[src/rtl/vga_pkg.sv]
package vga_pkg;

    typedef enum logic [0:0] {
        FETCH_IDLE = 1'b0,
        FETCH_WAIT = 1'b1
    } fetch_state_t;

    // Feedback tap mask for a maximal-length shift-left LFSR of width w.
    function automatic logic [15:0] lfsr_mask(input int w);
        logic [15:0] m;
        case (w)
            4:       m = 16'h000C;
            5:       m = 16'h0014;
            6:       m = 16'h0030;
            7:       m = 16'h0060;
            8:       m = 16'h00B8;
            9:       m = 16'h0110;
            10:      m = 16'h0240;
            11:      m = 16'h0500;
            12:      m = 16'h0829;
            13:      m = 16'h100D;
            14:      m = 16'h2015;
            15:      m = 16'h6000;
            16:      m = 16'hD008;
            default: m = 16'h0003;
        endcase
        return m;
    endfunction

    function automatic logic [15:0] lfsr_step(input logic [15:0] s, input int w);
        logic        fb;
        logic [15:0] keep;
        fb   = ^(s & lfsr_mask(w));
        keep = (16'd1 << w) - 16'd1;
        return ((s << 1) | {15'd0, fb}) & keep;
    endfunction

    // State reached after n steps from the seed value 1.
    function automatic logic [15:0] lfsr_at(input int w, input int n);
        logic [15:0] s;
        s = 16'd1;
        for (int i = 0; i < n; i++) begin
            s = lfsr_step(s, w);
        end
        return s;
    endfunction

endpackage

[src/rtl/lfsr_timer.sv]
module lfsr_timer
    import vga_pkg::*;
#(
    parameter int W      = 9,
    parameter int TOTAL  = 381,
    parameter int MARK_A = 287,
    parameter int MARK_B = 307,
    parameter int MARK_C = 352
) (
    input  logic clk,
    input  logic rst_n,
    input  logic step,
    output logic hit_a,
    output logic hit_b,
    output logic hit_c,
    output logic hit_end
);

    localparam logic [15:0] PA_F = lfsr_at(W, MARK_A);
    localparam logic [15:0] PB_F = lfsr_at(W, MARK_B);
    localparam logic [15:0] PC_F = lfsr_at(W, MARK_C);
    localparam logic [15:0] PE_F = lfsr_at(W, TOTAL - 1);
    localparam logic [W-1:0] SEED  = W'(1);
    localparam logic [W-1:0] PAT_A = PA_F[W-1:0];
    localparam logic [W-1:0] PAT_B = PB_F[W-1:0];
    localparam logic [W-1:0] PAT_C = PC_F[W-1:0];
    localparam logic [W-1:0] PAT_E = PE_F[W-1:0];

    logic [W-1:0]  state_q;
    logic [15:0]   nxt_full;

    assign nxt_full = lfsr_step(16'(state_q), W);

    assign hit_a   = (state_q == PAT_A);
    assign hit_b   = (state_q == PAT_B);
    assign hit_c   = (state_q == PAT_C);
    assign hit_end = (state_q == PAT_E);

    always_ff @(posedge clk or negedge rst_n) begin
        if (!rst_n) begin
            state_q <= SEED;
        end else if (step) begin
            state_q <= hit_end ? SEED : nxt_full[W-1:0];
        end
    end

endmodule

[src/rtl/span_flag.sv]
module span_flag #(
    parameter logic INIT = 1'b1
) (
    input  logic clk,
    input  logic rst_n,
    input  logic en,
    input  logic set_i,
    input  logic clr_i,
    output logic q
);

    always_ff @(posedge clk or negedge rst_n) begin
        if (!rst_n) begin
            q <= INIT;
        end else if (en) begin
            if (set_i) begin
                q <= 1'b1;
            end else if (clr_i) begin
                q <= 1'b0;
            end
        end
    end

endmodule

[src/rtl/pixel_shifter.sv]
module pixel_shifter #(
    parameter int WORD_W = 16
) (
    input  logic              clk,
    input  logic              rst_n,
    input  logic              vid_en,
    input  logic [WORD_W-1:0] stage,
    output logic              fetch_strobe,
    output logic              pix_hi,
    output logic              pix_lo
);

    localparam int SLOTS = WORD_W / 2;
    localparam int PH_W  = $clog2(SLOTS);
    localparam logic [PH_W-1:0] LAST = PH_W'(SLOTS - 1);

    logic [PH_W-1:0]   phase_q;
    logic [PH_W-1:0]   shcnt_q;
    logic [WORD_W-1:0] sh_q;
    logic              valid_q;
    logic              load;

    assign fetch_strobe = vid_en && (phase_q == '0);
    assign load         = vid_en && (phase_q == LAST);

    always_ff @(posedge clk or negedge rst_n) begin
        if (!rst_n) begin
            phase_q <= '0;
        end else if (!vid_en) begin
            phase_q <= '0;
        end else begin
            phase_q <= phase_q + 1'b1;
        end
    end

    always_ff @(posedge clk or negedge rst_n) begin
        if (!rst_n) begin
            sh_q    <= '0;
            shcnt_q <= '0;
            valid_q <= 1'b0;
        end else if (load) begin
            sh_q    <= stage;
            shcnt_q <= '0;
            valid_q <= 1'b1;
        end else if (valid_q) begin
            sh_q    <= {sh_q[WORD_W-3:0], 2'b00};
            shcnt_q <= shcnt_q + 1'b1;
            if (shcnt_q == LAST) begin
                valid_q <= 1'b0;
            end
        end
    end

    assign pix_hi = valid_q & sh_q[WORD_W-1];
    assign pix_lo = valid_q & sh_q[WORD_W-2];

endmodule

[src/rtl/dma_fetch.sv]
module dma_fetch
    import vga_pkg::*;
#(
    parameter int WORD_W = 16,
    parameter int ADDR_W = 14
) (
    input  logic              clk,
    input  logic              rst_n,
    input  logic              strobe,
    input  logic              frame_wrap,
    input  logic              ack,
    input  logic [WORD_W-1:0] data,
    output logic              req,
    output logic [ADDR_W-1:0] addr,
    output logic [WORD_W-1:0] stage
);

    fetch_state_t state_q, state_d;
    logic         take;

    always_ff @(posedge clk or negedge rst_n) begin
        if (!rst_n) begin
            state_q <= FETCH_IDLE;
        end else begin
            state_q <= state_d;
        end
    end

    always_comb begin
        state_d = state_q;
        unique case (state_q)
            FETCH_IDLE: if (strobe) state_d = FETCH_WAIT;
            FETCH_WAIT: if (ack)    state_d = FETCH_IDLE;
        endcase
    end

    always_comb begin
        req  = 1'b0;
        take = 1'b0;
        unique case (state_q)
            FETCH_IDLE: begin
                req  = 1'b0;
                take = 1'b0;
            end
            FETCH_WAIT: begin
                req  = 1'b1;
                take = ack;
            end
        endcase
    end

    always_ff @(posedge clk or negedge rst_n) begin
        if (!rst_n) begin
            addr  <= '0;
            stage <= '0;
        end else begin
            if (take) begin
                stage <= data;
            end
            if (frame_wrap) begin
                addr <= '0;
            end else if (take) begin
                addr <= addr + 1'b1;
            end
        end
    end

endmodule

[src/rtl/mono_vga_dma.sv]
module mono_vga_dma
    import vga_pkg::*;
#(
    parameter int H_ACTIVE   = 288,
    parameter int H_SYNC_ON  = 308,
    parameter int H_SYNC_OFF = 353,
    parameter int H_TOTAL    = 381,
    parameter int V_ACTIVE   = 455,
    parameter int V_SYNC_ON  = 486,
    parameter int V_SYNC_OFF = 488,
    parameter int V_TOTAL    = 528,
    parameter int H_BITS     = 9,
    parameter int V_BITS     = 10,
    parameter int WORD_W     = 16,
    parameter int ADDR_W     = 14
) (
    input  logic              clk,
    input  logic              rst_n,
    input  logic              dma_ack,
    input  logic [WORD_W-1:0] dma_data,
    output logic              dma_req,
    output logic [ADDR_W-1:0] dma_addr,
    output logic              hsync_n,
    output logic              vsync_n,
    output logic [5:0]        rgb
);

    localparam int COLOUR_BITS = 6;

    logic h_blank_hit, h_sync_hit, h_unsync_hit, h_end;
    logic v_blank_hit, v_sync_hit, v_unsync_hit, v_end;
    logic h_en_q, v_en_q;
    logic frame_wrap, vid_en, fetch_strobe;
    logic pix_hi, pix_lo, pixel;
    logic [WORD_W-1:0] stage_w;

    lfsr_timer #(
        .W(H_BITS), .TOTAL(H_TOTAL),
        .MARK_A(H_ACTIVE - 1), .MARK_B(H_SYNC_ON - 1), .MARK_C(H_SYNC_OFF - 1)
    ) u_htim (
        .clk(clk), .rst_n(rst_n), .step(1'b1),
        .hit_a(h_blank_hit), .hit_b(h_sync_hit), .hit_c(h_unsync_hit), .hit_end(h_end)
    );

    lfsr_timer #(
        .W(V_BITS), .TOTAL(V_TOTAL),
        .MARK_A(V_ACTIVE - 1), .MARK_B(V_SYNC_ON - 1), .MARK_C(V_SYNC_OFF - 1)
    ) u_vtim (
        .clk(clk), .rst_n(rst_n), .step(h_end),
        .hit_a(v_blank_hit), .hit_b(v_sync_hit), .hit_c(v_unsync_hit), .hit_end(v_end)
    );

    span_flag #(.INIT(1'b1)) u_hen (
        .clk(clk), .rst_n(rst_n), .en(1'b1),
        .set_i(h_end), .clr_i(h_blank_hit), .q(h_en_q)
    );

    span_flag #(.INIT(1'b1)) u_hsync (
        .clk(clk), .rst_n(rst_n), .en(1'b1),
        .set_i(h_unsync_hit), .clr_i(h_sync_hit), .q(hsync_n)
    );

    span_flag #(.INIT(1'b1)) u_ven (
        .clk(clk), .rst_n(rst_n), .en(h_end),
        .set_i(v_end), .clr_i(v_blank_hit), .q(v_en_q)
    );

    span_flag #(.INIT(1'b1)) u_vsync (
        .clk(clk), .rst_n(rst_n), .en(h_end),
        .set_i(v_unsync_hit), .clr_i(v_sync_hit), .q(vsync_n)
    );

    assign frame_wrap = h_end & v_end;
    assign vid_en     = h_en_q & v_en_q;

    pixel_shifter #(.WORD_W(WORD_W)) u_shift (
        .clk(clk), .rst_n(rst_n), .vid_en(vid_en), .stage(stage_w),
        .fetch_strobe(fetch_strobe), .pix_hi(pix_hi), .pix_lo(pix_lo)
    );

    dma_fetch #(.WORD_W(WORD_W), .ADDR_W(ADDR_W)) u_fetch (
        .clk(clk), .rst_n(rst_n), .strobe(fetch_strobe), .frame_wrap(frame_wrap),
        .ack(dma_ack), .data(dma_data), .req(dma_req), .addr(dma_addr), .stage(stage_w)
    );

    always_comb begin
        pixel = clk ? pix_hi : pix_lo;
        rgb   = {COLOUR_BITS{pixel}};
    end

endmodule

[config.mk]
export PLATFORM = sky130hd
export DESIGN_NAME = mono_vga_dma
export DESIGN_NICKNAME = d
export VERILOG_FILES = /design/src/rtl/vga_pkg.sv /design/src/rtl/lfsr_timer.sv /design/src/rtl/span_flag.sv /design/src/rtl/pixel_shifter.sv /design/src/rtl/dma_fetch.sv /design/src/rtl/mono_vga_dma.sv
export SDC_FILE = /design/constraint.sdc
export NUM_CORES = 1
export LEC_CHECK = 0
export BUFFER_PORTS_ARGS = -buffer_cell sky130_fd_sc_hd__buf_2
export CORE_UTILIZATION = 52
export CTS_CLUSTER_SIZE = 24
export DETAILED_ROUTE_END_ITERATION = 6
export GPL_TIMING_DRIVEN = 0
export PLACE_DENSITY_LB_ADDON = 0.12
export SLEW_MARGIN = 15
export SYNTH_ARGS = -nofsm -noshare
export SYNTH_HDL_FRONTEND = slang
export SYNTH_SLANG_ARGS = --single-unit
[constraint.sdc]
create_clock -name clk -period 1.7 [get_ports clk]
set_input_delay 0.085 -clock clk [delete_from_list [all_inputs] [get_ports clk]]
set_output_delay 0.085 -clock clk [all_outputs]
set_load 0.05 [all_outputs]
Yosys cells after proc, flatten, opt, wreduce, memory -nomap -nowiden
Index checks and enable logic that the tools add are counted.

Add/subtract/negate cells: 3. Eq/ne operators: 10. Mux-type cells: 26. Bitwise gates (word level): 7. Reduce and logical (&&, ||, !) cells: 13.

Operators by type and width (count): $mux W16 (2); $reduce_xor A16 Y1 (2); $eq A10 B10 Y1 const B (3); $mux W14 (2); $eq A9 B8 Y1 const B (2); $eq A9 B9 Y1 const B (2); $add A14 B1 Y14 const B (1); $mux W1 (14); $reduce_bool A2 Y1 (6); $eq A10 B9 Y1 const B (1); $mux W10 (1); $or A10 B1 Y10 (1); $mux W3 (3); $mux W9 (1); $or A9 B1 Y9 (1); $add A3 B1 Y3 const B (2); $eq A3 B3 Y1 const B (2); $pmux W1 S2 (3); $and A1 B1 Y1 (4); $reduce_and A2 Y1 (2); $logic_not A3 Y1 (1); $logic_and A1 B1 Y1 (2); $not A1 Y1 (1).

Bits in registers: 77. Bits of input ports: 19. Output and inout port bits: 23. Word-level logic and storage cells: 72.

Logic depth before layout (Yosys ltp)
Depth in word-level cells: 4. Depth in mapped cells: 7.

Hierarchy
Synthesis repeated with hierarchy kept, for this count alone.

Cells, all modules: 313. Area, all modules: 3736.1 um2.

Modules (own cells, without submodules): dma_fetch (times used 1, cells each 108, area each 1348.8 um2); pixel_shifter (times used 1, cells each 100, area each 1152.4 um2); lfsr_timer at u_vtim (times used 1, cells each 40, area each 514.2 um2); lfsr_timer at u_htim (times used 1, cells each 43, area each 489.2 um2); span_flag (times used 4, cells each 3, area each 38.8 um2); mono_vga_dma (times used 1, cells each 10, area each 76.3 um2).

==> out/results.ini <==
[setup_path]
path_max_fanout=2
reg2regPathDepth=4
critical_path.top_delay_family=simple AND/OR/NAND/NOR gates
cp_slowest_cell=dfstp_2
worstSetupPathType=register to register
arrival_ns=2.16
crit_path_start_kind=register
cp.required_ns=2.08
endpoint_kind=register
timing.rr.end=u_vsync.q$_DFFE_PN1P_
max_stage_delay_ns=0.53
timing.rr.start=u_vtim.state_q[0]$_DFFE_PN1P_
crit_chain=or4b_4, or4_4, o21ai_2, o31ai_1
worst-path-buf-inv=0
rrSetupSlack_ns=-0.08

[global_route]
grt_start_max_net_pins=62
grt_pass1_vias=2724
grt_pass1_wl_mm=12.48
grt.overflow.total=0
antenna_found_initial=0
grt_usage_pct=23.93

[floorplanning]
die_area_sq_um=6882
die_w_um=82.96
io_pins=42
core_area_sq_um=6350
rows=29
initial_utilization_pct=53.67
die_h_um=82.96

[final_layout]
area_delta_synth_final_pct=28.30
nFillCells=500
n_antenna_cell=0
stdcell_count=481
ff_latch_area_sq_um=1943
nNetsFinal=425
drive_above_1_share_pct=27.48
multi_input_area_sq_um=1411
fin_util_pct=68.87

[timing]
setup_tns_ns=-1.055
slew_headroom_pct=55.83
timing.final.ws_setup_ns=-0.07940
finalCriticalPeriod_ns=1.779
report.final.slew_viol_count=0
period_share_pct=104.7
tightest_slew_ns=0.6625
setup_viol=22
clock_skew_ns=0.009337
max_freq_mhz=562.0
rsz0062_at_grt=yes
hold_viol=0

[route]
ant_nets=0
drt-total-wl_mm=7.054
via_per_inst=5.272
wl_per_cell_um=14.67
drc_errors=0
dr.pass1.iters=4
num_vias=2536
drt_iter0_drc=153

[synthesis]
synth_seq_area_share_pct=56.75
synth_cell_types=39
async_flop_share_pct=100.0
syn_inst=322
ys_ff_latch=77
syn_area_sq_um=3408
synth_enable_flop_cells=0
syn-num-nets=348
synthFlopType=dfrtp_1
yosysWarnings=0
avgSynthCellArea_sq_um=10.58

[clock_network]
cts_tree=built
clkTransAtPathRegs_ns=0.08
insertion_delay_ns=0.46

[pwr]
power_density_nw_per_um2=833.6
total_power_mw=3.645
power_leakage_nw=2.067
ir_drop_mv=0.6880

[placed_design]
io_buffers=41
place_hpwl_mm=4.237
dp_slack_ns=-0.1377
gp_congestion=0.8338
dp.cells=441

[job]
maxCapViolCount=0

[min_path]
min_path_type=primary input to async pin

[run_status]
violations=setup timing
status=complete, but fails checks

## flip-flops by register name, summed over array words and instances (netlist names)
register,cells
u_vtim.state_q,10
u_fetch.state_q,1
u_fetch.addr,14
u_fetch.stage,16
u_shift.shcnt_q,3
u_hsync.q,1
u_ven.q,1
u_hen.q,1
u_vsync.q,1
u_shift.phase_q,3
u_shift.sh_q,16
u_htim.state_q,9
u_shift.valid_q,1
## logic make-up after synthesis
logic type | synth area share [%]
simple gates | 20.59
flops | 56.75
compound gates | 5.543
buf+inv | 3.745
mux | 6.938
xor+xnor | 3.854
fa+ha+maj | 2.570
## cell usage in the layout, fill, tap and decap left out, types with 10 or more instances in the layout
cell / n
buf_6: 10
xnor2_1: 10
buf_2: 34
nor2_1: 15
dlygate4sd3_1: 18
o21ai_0: 18
nand2_1: 74
clkbuf_8: 11
mux2i_1: 17
dfrtp_1: 64
## worst max-delay path by stage
stage,slack (ns),to,start,cells past startpoint
2_1_floorplan,-0.02,u_vsync.q$_DFFE_PN1P_,u_vtim.state_q[0]$_DFFE_PN1P_,4
3_3_place_gp,-0.14,u_fetch.addr[4]$_DFFE_PN0P_,u_vtim.state_q[0]$_DFFE_PN1P_,5
3_5_place_dp,-0.14,u_fetch.addr[5]$_DFFE_PN0P_,u_vtim.state_q[0]$_DFFE_PN1P_,5
4_1_cts,-0.09,rgb[2],clk,6
5_1_grt,-0.13,u_vsync.q$_DFFE_PN1P_,u_vtim.state_q[0]$_DFFE_PN1P_,4
6_report,-0.08,u_vsync.q$_DFFE_PN1P_,u_vtim.state_q[0]$_DFFE_PN1P_,4
## timing repair
item | in CTS | in global routing
endpoints found under the setup margin | 45 | 49
hold endpoints to repair | 88 | 0
pin swaps | 0 | 1
gates resized for setup | 35 | 22
hold buffers | 18 | 0
setup buffers | 3 | 0
## power by group
| part | switching (mW) | internal, mW |
|---|---|---|
| Sequential | 0.0391 | 1.89 |
| Combinational | 0.110 | 0.0832 |
| Clock | 0.721 | 0.807 |
## Yosys cell counts, types with 5 or more instances
library cell	instances	area share (%)
nor3_1	5	0.73
nand2_1	74	8.1
nand3_1	5	0.73
xnor2_1	10	2.6
nand4_1	9	1.7
clkbuf_1	10	1.1
ha_1	7	2.6
o21ai_0	18	2.6
and2_1	9	1.7
dfstp_2	6	4.6
xor2_1	5	1.3
dfrtp_1	71	52
nor2_1	17	1.9
buf_4	8	1.8
mux2_2	5	1.7
and3_1	5	0.92
inv_1	5	0.55
mux2i_1	18	5.3
## metal layers
metal	up-vias	share of wire (%)	global-route usage, %
li1	1239	-	-
met1	1224	45	27.01
met2	52	48	37.18
met3	21	4.0	9.145
met4	0	3.0	17.08
met5	-	0	0
## cell type report
class                   count  share of cell area, %
flip-flops and latches     77                  44.43
multi-input cells         221                  32.27
repair buffers             57                  9.413
clock buffers              21                  6.409
plain buffers              18                  3.634
well taps                  77                  2.203
clock inverters             5                  1.202
inverters                   5                 0.4292
## metrics by stage
step | hold WS, ns | cell area (sq um)
floorplan | -0.2106 | 3418
global placement | 0.2754 | 3720
detailed placement | -0.02137 | 3750
CTS | 0.02887 | 4307
global route | 0.04212 | 4373
finish | 0.03653 | 4373
Note: power is estimated with default switching activity, not from simulation.
